## src/rtl/seep_pkg.sv

```systemverilog
package seep_pkg;
    typedef enum logic [3:0] {
        ST_IDLE,
        ST_DEV,
        ST_DEV_ACK,
        ST_AHI,
        ST_AHI_ACK,
        ST_ALO,
        ST_ALO_ACK,
        ST_WR,
        ST_WR_ACK,
        ST_RD,
        ST_RD_ACK
    } seep_state_e;
endpackage

```

## src/rtl/seep_line_sync.sv

```systemverilog
// Two-line synchroniser with clock edge and start/stop detection.
module seep_line_sync #(
    parameter int STAGES = 2
) (
    input  logic clk,
    input  logic rst_n,
    input  logic scl_i,
    input  logic sda_i,
    output logic scl_s,
    output logic sda_s,
    output logic scl_rise,
    output logic scl_fall,
    output logic start_det,
    output logic stop_det
);
    logic [STAGES-1:0] scl_pipe;
    logic [STAGES-1:0] sda_pipe;
    logic              scl_d;
    logic              sda_d;

    always_ff @(posedge clk or negedge rst_n) begin
        if (!rst_n) begin
            scl_pipe <= '1;
            sda_pipe <= '1;
            scl_d    <= 1'b1;
            sda_d    <= 1'b1;
        end else begin
            scl_pipe <= {scl_pipe[STAGES-2:0], scl_i};
            sda_pipe <= {sda_pipe[STAGES-2:0], sda_i};
            scl_d    <= scl_pipe[STAGES-1];
            sda_d    <= sda_pipe[STAGES-1];
        end
    end

    assign scl_s     = scl_pipe[STAGES-1];
    assign sda_s     = sda_pipe[STAGES-1];
    assign scl_rise  = scl_s & ~scl_d;
    assign scl_fall  = ~scl_s & scl_d;
    assign start_det = scl_s & scl_d & sda_d & ~sda_s;
    assign stop_det  = scl_s & scl_d & ~sda_d & sda_s;
endmodule

```

## src/rtl/seep_addr_ctr.sv

```systemverilog
// Persistent address counter with load and wrapping increment.
module seep_addr_ctr #(
    parameter int AW = 13
) (
    input  logic          clk,
    input  logic          rst_n,
    input  logic          load,
    input  logic [AW-1:0] load_val,
    input  logic          inc,
    output logic [AW-1:0] cur
);
    always_ff @(posedge clk or negedge rst_n) begin
        if (!rst_n) begin
            cur <= '0;
        end else if (load) begin
            cur <= load_val;
        end else if (inc) begin
            cur <= cur + AW'(1);
        end
    end
endmodule

```

## src/rtl/serial_eeprom_slave.sv

```systemverilog
module serial_eeprom_slave
    import seep_pkg::*;
#(
    parameter int          ADDR_W      = 13,
    parameter logic [3:0]  TYPE_CODE   = 4'b1010,
    parameter int          SYNC_STAGES = 2
) (
    input  logic              clk,
    input  logic              rst_n,
    input  logic [2:0]        strap,
    input  logic              scl_i,
    input  logic              sda_i,
    output logic              sda_oe,
    output logic [ADDR_W-1:0] mem_addr,
    input  logic [7:0]        mem_rdata,
    output logic              wr_valid,
    output logic [ADDR_W-1:0] wr_addr,
    output logic [7:0]        wr_data
);
    localparam int HI_W = ADDR_W - 8;

    seep_state_e     state;
    seep_state_e     nstate;
    logic            scl_s;
    logic            sda_s;
    logic            scl_rise;
    logic            scl_fall;
    logic            start_det;
    logic            stop_det;
    logic [3:0]      bitcnt;
    logic [7:0]      rx;
    logic [7:0]      tx;
    logic [HI_W-1:0] hi_q;
    logic            rw_q;
    logic            mack_q;
    logic            byte_done;
    logic            dev_match;
    logic            rx_state;
    logic            ctr_load;
    logic            ctr_inc;
    logic            oe_next;

    seep_line_sync #(.STAGES(SYNC_STAGES)) u_sync (
        .clk(clk), .rst_n(rst_n), .scl_i(scl_i), .sda_i(sda_i),
        .scl_s(scl_s), .sda_s(sda_s), .scl_rise(scl_rise), .scl_fall(scl_fall),
        .start_det(start_det), .stop_det(stop_det)
    );

    seep_addr_ctr #(.AW(ADDR_W)) u_ctr (
        .clk(clk), .rst_n(rst_n), .load(ctr_load), .load_val({hi_q, rx}),
        .inc(ctr_inc), .cur(mem_addr)
    );

    assign byte_done = scl_fall && (bitcnt == 4'd8);
    assign dev_match = (rx[7:1] == {TYPE_CODE, strap});
    assign rx_state  = (state == ST_DEV) || (state == ST_AHI) ||
                       (state == ST_ALO) || (state == ST_WR);
    assign ctr_load  = (state == ST_ALO) && byte_done;
    assign ctr_inc   = ((state == ST_WR) && byte_done) ||
                       ((state == ST_RD) && scl_fall && (bitcnt == 4'd7));

    // Next-state logic
    always_comb begin
        nstate = state;
        if (start_det) begin
            nstate = ST_DEV;
        end else if (stop_det) begin
            nstate = ST_IDLE;
        end else begin
            unique case (state)
                ST_IDLE:    nstate = ST_IDLE;
                ST_DEV:     if (byte_done) nstate = dev_match ? ST_DEV_ACK : ST_IDLE;
                ST_DEV_ACK: if (scl_fall)  nstate = rw_q ? ST_RD : ST_AHI;
                ST_AHI:     if (byte_done) nstate = ST_AHI_ACK;
                ST_AHI_ACK: if (scl_fall)  nstate = ST_ALO;
                ST_ALO:     if (byte_done) nstate = ST_ALO_ACK;
                ST_ALO_ACK: if (scl_fall)  nstate = ST_WR;
                ST_WR:      if (byte_done) nstate = ST_WR_ACK;
                ST_WR_ACK:  if (scl_fall)  nstate = ST_WR;
                ST_RD:      if (scl_fall && bitcnt == 4'd7) nstate = ST_RD_ACK;
                ST_RD_ACK:  if (scl_fall)  nstate = mack_q ? ST_RD : ST_IDLE;
                default:    nstate = ST_IDLE;
            endcase
        end
    end

    // Line drive for the coming state
    always_comb begin
        unique case (nstate)
            ST_DEV_ACK, ST_AHI_ACK, ST_ALO_ACK, ST_WR_ACK: oe_next = 1'b1;
            ST_RD: begin
                if (state != ST_RD)  oe_next = ~mem_rdata[7];
                else if (scl_fall)   oe_next = ~tx[6];
                else                 oe_next = sda_oe;
            end
            default: oe_next = 1'b0;
        endcase
    end

    // State register
    always_ff @(posedge clk or negedge rst_n) begin
        if (!rst_n) state <= ST_IDLE;
        else        state <= nstate;
    end

    // Datapath and outputs
    always_ff @(posedge clk or negedge rst_n) begin
        if (!rst_n) begin
            bitcnt   <= '0;
            rx       <= '0;
            tx       <= '0;
            hi_q     <= '0;
            rw_q     <= 1'b0;
            mack_q   <= 1'b0;
            sda_oe   <= 1'b0;
            wr_valid <= 1'b0;
            wr_addr  <= '0;
            wr_data  <= '0;
        end else begin
            wr_valid <= 1'b0;
            sda_oe   <= oe_next;
            if (start_det || (nstate != state)) begin
                bitcnt <= '0;
            end else if (rx_state && scl_rise) begin
                bitcnt <= bitcnt + 4'd1;
            end else if ((state == ST_RD) && scl_fall) begin
                bitcnt <= bitcnt + 4'd1;
            end
            if (rx_state && scl_rise) begin
                rx <= {rx[6:0], sda_s};
            end
            if ((state == ST_DEV) && byte_done) begin
                rw_q <= rx[0];
            end
            if ((state == ST_AHI) && byte_done) begin
                hi_q <= rx[HI_W-1:0];
            end
            if ((state == ST_WR) && byte_done && !start_det && !stop_det) begin
                wr_valid <= 1'b1;
                wr_addr  <= mem_addr;
                wr_data  <= rx;
            end
            if ((nstate == ST_RD) && (state != ST_RD)) begin
                tx <= mem_rdata;
            end else if ((state == ST_RD) && scl_fall) begin
                tx <= {tx[6:0], tx[7]};
            end
            if ((state == ST_RD_ACK) && scl_rise) begin
                mack_q <= ~sda_s;
            end
        end
    end
endmodule

```

## config.mk

```make
export PLATFORM = sky130hd
export DESIGN_NAME = serial_eeprom_slave
export DESIGN_NICKNAME = d
export VERILOG_FILES = /design/src/rtl/seep_pkg.sv /design/src/rtl/seep_line_sync.sv /design/src/rtl/seep_addr_ctr.sv /design/src/rtl/serial_eeprom_slave.sv
export SDC_FILE = /design/constraint.sdc
export NUM_CORES = 1
export LEC_CHECK = 0
export BUFFER_PORTS_ARGS = -buffer_cell sky130_fd_sc_hd__buf_2
export CORE_MARGIN = 8
export CORE_UTILIZATION = 57
export CTS_CLUSTER_DIAMETER = 40
export DETAILED_ROUTE_END_ITERATION = 16
export PLACE_DENSITY = 0.86
export SLEW_MARGIN = 0
export SYNTH_ARGS = -nofsm -noshare
export SYNTH_HDL_FRONTEND = slang
export SYNTH_HIERARCHICAL = 1
export SYNTH_SLANG_ARGS = --single-unit
```

## constraint.sdc

```tcl
create_clock -name clk -period 3.3 [get_ports clk]
set_input_delay 0.495 -clock clk [delete_from_list [all_inputs] [get_ports clk]]
set_output_delay 0.495 -clock clk [all_outputs]
set_load 0.005 [all_outputs]
```

# == Yosys cells after proc, flatten, opt, wreduce, memory -nomap -nowiden ==
# Index checks and enable logic that the tools add are counted.
# W data, S select, Z words.
# totals
reg_bits,73
inputBits,15
out_inout_bits,36
word_cells,103
# op_classes
addsub,2
eq_ne,21
muxes,26
bitwise_logic,13
n_reduce_logical,25
# ops
operator,count
$mux W4,16
$pmux W4 S9,1
$eq A4 B3 Y1 const B,7
$mux W13,2
$eq A4 B4 Y1 const B,6
$mux W8,2
$add A13 B1 Y13 const B,1
$logic_and A1 B1 Y1,13
$eq A4 B2 Y1 const B,3
$and A1 B1 Y1,7
$eq A7 B7 Y1,1
$not A1 Y1,6
$logic_or A1 B1 Y1,5
$add A4 B1 Y4 const B,1
$eq A4 B1 Y1 const B,1
$ne A4 B4 Y1,1
$ne A4 B4 Y1 const B,1
$reduce_bool A2 Y1,2
$reduce_or A4 Y1,1
$mux W1,3
$ne A3 B3 Y1 const B,1
$reduce_bool A3 Y1,1
$logic_not A1 Y1,2
$mux W2,1
2 further kinds,2

# == Longest topological paths before layout ==
# logic_depth
depth_word,10
mapped_depth,11
mapped_depth_nobuf,9

# == Modules after synthesis ==
# The synthesis kept the hierarchy.
# modules_own_cells
mod,n_inst,cells_per_inst,area_each_um2,seq_area_each_um2
serial_eeprom_slave,1,249,2834.0,1351.3
seep_addr_ctr,1,76,716.9,325.3
seep_line_sync,1,10,190.2,157.7

# == Least setup slack after synthesis ==
# Ideal clock, no wire load.
# synth_path
kind,reg-to-reg
start,reg u_sync.scl_d
end,reg u_ctr.cur[10]
setup_ns,0.125
t_arrival_ns,2.527
required_time_ns,3.175
path_slack_ns,0.648
stages_incl_launch_ff,12
n_path_buf,3
period_less_slack_ns,2.652
cell_sequence,dfstp_2 nor2b_1 buf_2 nand3b_1 or2_2 clkbuf_1 o21ai_0 buf_2 nand4_1 nor3_1 xor2_1 mux2_2
# synth_via
elab_chain_cells,5
elab_cells_between_ends,9
classes_between,mux (1); bitwise (1); reduce/logical (7)
# synth_rtl
element,line_no,rtl
from (decl),seep_line_sync.sv:18,logic scl_d;
from (signal assigned),seep_line_sync.sv:30,scl_d <= scl_pipe[STAGES-1];
$and A1 B1 Y1 *,seep_line_sync.sv:38,assign scl_fall = ~scl_s & scl_d;
net scl_fall,serial_eeprom_slave.sv:27,logic scl_fall;
"$logic_and A1 B1 Y1, on equally long branches","serial_eeprom_slave.sv:54, serial_eeprom_slave.sv:60",
"$logic_and A1 B1 Y1, on equally long branches","serial_eeprom_slave.sv:59, serial_eeprom_slave.sv:60",
$logic_or A1 B1 Y1 *,serial_eeprom_slave.sv:59,assign ctr_inc = ((state == ST_WR) && byte_done) ||
net ctr_inc,serial_eeprom_slave.sv:40,logic ctr_inc;
$reduce_bool A2 Y1 (no source line) *,-,
to (signal assigned),seep_addr_ctr.sv:16,cur <= load_val;
to (signal assigned),seep_addr_ctr.sv:18,cur <= cur + AW'(1);
to (decl),seep_addr_ctr.sv:10,output logic [AW-1:0] cur
# Mark *: on every way through the listed nets, which the timed path passes. The rest lies on a longest branch.
# A chain may end at the register's enable or synchronous reset.

# == Worst setup path in the final report ==
# Same ends and word-level chain as after synthesis.

==> qor.yml <==
status:
  outcome: "complete, no violations"
pwr:
  ir_drop_v: 0.000318
  power_mw: 1.72
  power.leakage_nw: 2.00
  powerDensity_nw_per_um2: 403
clock_network:
  cts_sinks: 73
  cts_root_buffer: "clkbuf_8"
  path_clk_slew_ns: 0.08
  clk_latency_ns: 0.35
  htreeDepth: 3
  tritoncts: "yes"
  postCtsResizedCells: 0
  postCtsHoldBufs: 0
  clock_path_buffers: 2
  cts_setup_buffers: 0
  numCtsBuffers: 9
cells_and_area:
  drive_above_1_share: 0.333
  syn_to_final_growth_pct: 13.8
  fill_cells: 483
  n_antenna_cell: 0
  seq_area_um2: 1830
  final_cells: 467
  finalNetCount: 403
  multi_input_area_um2: 1780
global_routing:
  grtUsageTotal: 0.186
  grt_max_degree: 31
  antenna_found_initial: 0
  grt_pass1_vias: 2961
  grt_pass1_wl_um: 14600
  overflow: 0
routing:
  num_vias: 2852
  ant_nets: 0
  vias_per_cell: 6.11
  post_drt_wl_per_cell_um: 18.4
  wl_um: 8590
  first_iter_violations: 249
  drc: 0
  drt_first_pass_iters: 5
timing:
  layout_min_cycle_time_ns: 3.00
  setup-tns-final_ns: 0
  fin_skew_ns: 0.00421
  setup-violations-final: 0
  fin_crit_sh: 0.910
  worst_pin_slew_ns: 0.709
  fmax_ghz: 0.333
  setup_slack_ns: 0.297
  hold_viol: 0
  rsz0062_at_grt: "false"
  relSlewSlack: 0.527
  drv_slew: 0
synthesis:
  syn_area_um2: 3740
  synth.avg_cell_area_um2: 11.2
  yosysSeqAreaShare: 0.490
  async_flop_share: 1.00
  syn_inst: 335
  synth_seq_cells: 73
  synth_edf_count: 0
  synth-main-ff-cell: "dfrtp_1"
  synth.distinct_cells: 59
  yosys_warnings: 6
  syn_nets: 353
worst_setup_path:
  arrival_ns: 3.24
  end_kind: "register"
  cp_max_fo: 9
  cp.required_ns: 3.54
  criticalPathCategory: "reg2reg"
  crit_path_start_kind: "register"
min_path:
  hp-class: "in2async"
placed_design:
  place_inst: 451
  place.port_buffers: 50
  globalplace.congestion: 0.925
  place_ws_ns: 0.367
  place_hpwl_um: 5940
floorplanning:
  die_w_um: 97.0
  coreArea_um2: 6350
  start_util: 0.589
  fp.dieH_um: 97.0
  rows: 29
  die_area_um2: 9410
  io_pins: 51
job:
  drv_cap: 0
==> critical path, cell delays in order (launching register included) <==
cell and delay, ns:
dfstp_2 0.55, nor2b_1 0.27, and4b_1 0.45, nand4_1 0.30, o21ai_0 0.20, buf_4 0.20, nand4_1 0.25, nor3_1 0.30
xor2_1 0.11, mux2_2 0.27
==> state kept, by name (all words and copies together), names as in the netlist, 4 cells and up <==
signal and flops:
tx 8, state 4, rx 8, hi_q 5
wr_data 8, bitcnt 4, u_ctr/cur 13, wr_addr 13
==> report_power, final <==
part | total (mW) | switching [mW] | leakage, nW | internal, mW
Combinational | 0.0709 | 0.0406 | 0.944 | 0.0302
Sequential | 0.936 | 0.0246 | 0.960 | 0.912
Clock | 0.711 | 0.339 | 0.0970 | 0.372
Total | 1.72 | 0.404 | 2.00 | 1.31
==> cell usage after synthesis (3+ instances only) <==
library cell / n / area (um2)
o31ai_1: 4 / 30.0
xor2_1: 7 / 61.3
o22ai_1: 3 / 18.8
nor4_1: 7 / 43.8
o2111ai_1: 7 / 61.3
nand2b_1: 5 / 31.3
nor2b_1: 5 / 31.3
o21ai_1: 9 / 45.0
dfrtp_1: 67 / 1680
and3_1: 3 / 18.8
ha_1: 3 / 37.5
o21ai_0: 9 / 45.0
mux2i_1: 6 / 60.1
xnor2_1: 12 / 105
nor2_1: 14 / 52.6
nor4_2: 3 / 37.5
nand3b_1: 4 / 30.0
nand4_1: 5 / 31.3
nand3_1: 7 / 35.0
inv_1: 9 / 33.8
and4b_1: 3 / 30.0
nor3_1: 3 / 15.0
clkbuf_1: 7 / 26.3
buf_2: 12 / 60.1
nand2_1: 35 / 131
mux2_2: 35 / 394
o211ai_1: 6 / 45.0
a21oi_1: 4 / 20.0
dfstp_2: 6 / 158
==> cells in the final DEF (no fill, tap or decap), drive strengths merged, types with 6 or more instances in the layout <==
master | netlist | final
xnor2 | 12 | 12
nand4 | 6 | 6
nor2 | 14 | 14
nand2 | 35 | 35
o2111ai | 7 | 7
o211ai | 6 | 6
dfrtp | 67 | 67
nor4 | 10 | 10
mux2i | 6 | 6
o21ai | 18 | 18
nand3 | 7 | 7
buf | 13 | 59
dfstp | 6 | 6
mux2 | 37 | 37
xor2 | 7 | 7
clkbuf | 7 | 12
inv | 9 | 10
==> metrics by stage <==
stage           util  instance area, um2  hold WS, ns
6_report       0.671                4260        0.191
5_1_grt        0.671                4260        0.227
4_1_cts        0.671                4260        0.216
3_5_place_dp   0.640                4060        0.350
3_3_place_gp   0.640                4060        0.346
2_1_floorplan      -                3740        0.199
==> metal layers <==
metal / part of all wire / global-route usage / wire length (um) / up-vias
met2: 0.49 / 0.310 / 4230 / 111
met3: 0.059 / 0.0377 / 507 / 19
li1: - / - / - / 1324
met4: 0.023 / 0.0911 / 197 / 0
met1: 0.43 / 0.223 / 3660 / 1398
met5: 0 / 0 / 0 / -
==> final timing paths <==
kind / startpoint / to / slack, ns / cells past startpoint
setup / recovery: u_sync/scl_d$_DFF_PN1_ / u_ctr/cur[10]$_DFFE_PN0P_ / 0.30 / 9
hold / removal: rst_n / state[0]$_DFF_PN0_ / 0.19 / 1
setup reg to reg: u_sync/scl_d$_DFF_PN1_ / u_ctr/cur[10]$_DFFE_PN0P_ / 0.30 / 9
hold reg to reg: u_sync/sda_pipe[0]$_DFF_PN1_ / u_sync/sda_pipe[1]$_DFF_PN1_ / 0.36 / 0
max in group asynchronous: rst_n / u_sync/sda_pipe[0]$_DFF_PN1_ / 2.30 / 2
min in group clk: scl_i / u_sync/scl_pipe[0]$_DFF_PN1_ / 0.24 / 1
==> cell families after synthesis <==
group                    after synthesis  share of synthesized area
adder cells (fa/ha/maj)                3                     0.0100
multiplexers                          43                      0.128
AO/OA/AOI/OAI                         59                      0.121
AND/OR/NAND/NOR                      109                      0.171
buffers and inverters                 29                     0.0351
XOR/XNOR                              19                     0.0445
flip-flops                            73                      0.490
==> cell type report <==
| type | count | share of cell area |
|---|---|---|
| clock inverter | 4 | 0.0120 |
| sequential | 73 | 0.431 |
| multi-input combinational | 233 | 0.418 |
| timing repair buffer | 59 | 0.0746 |
| inverter | 9 | 0.00793 |
| tap | 77 | 0.0226 |
| clock buffer | 12 | 0.0341 |
Note: power is estimated with default switching activity, not from simulation.
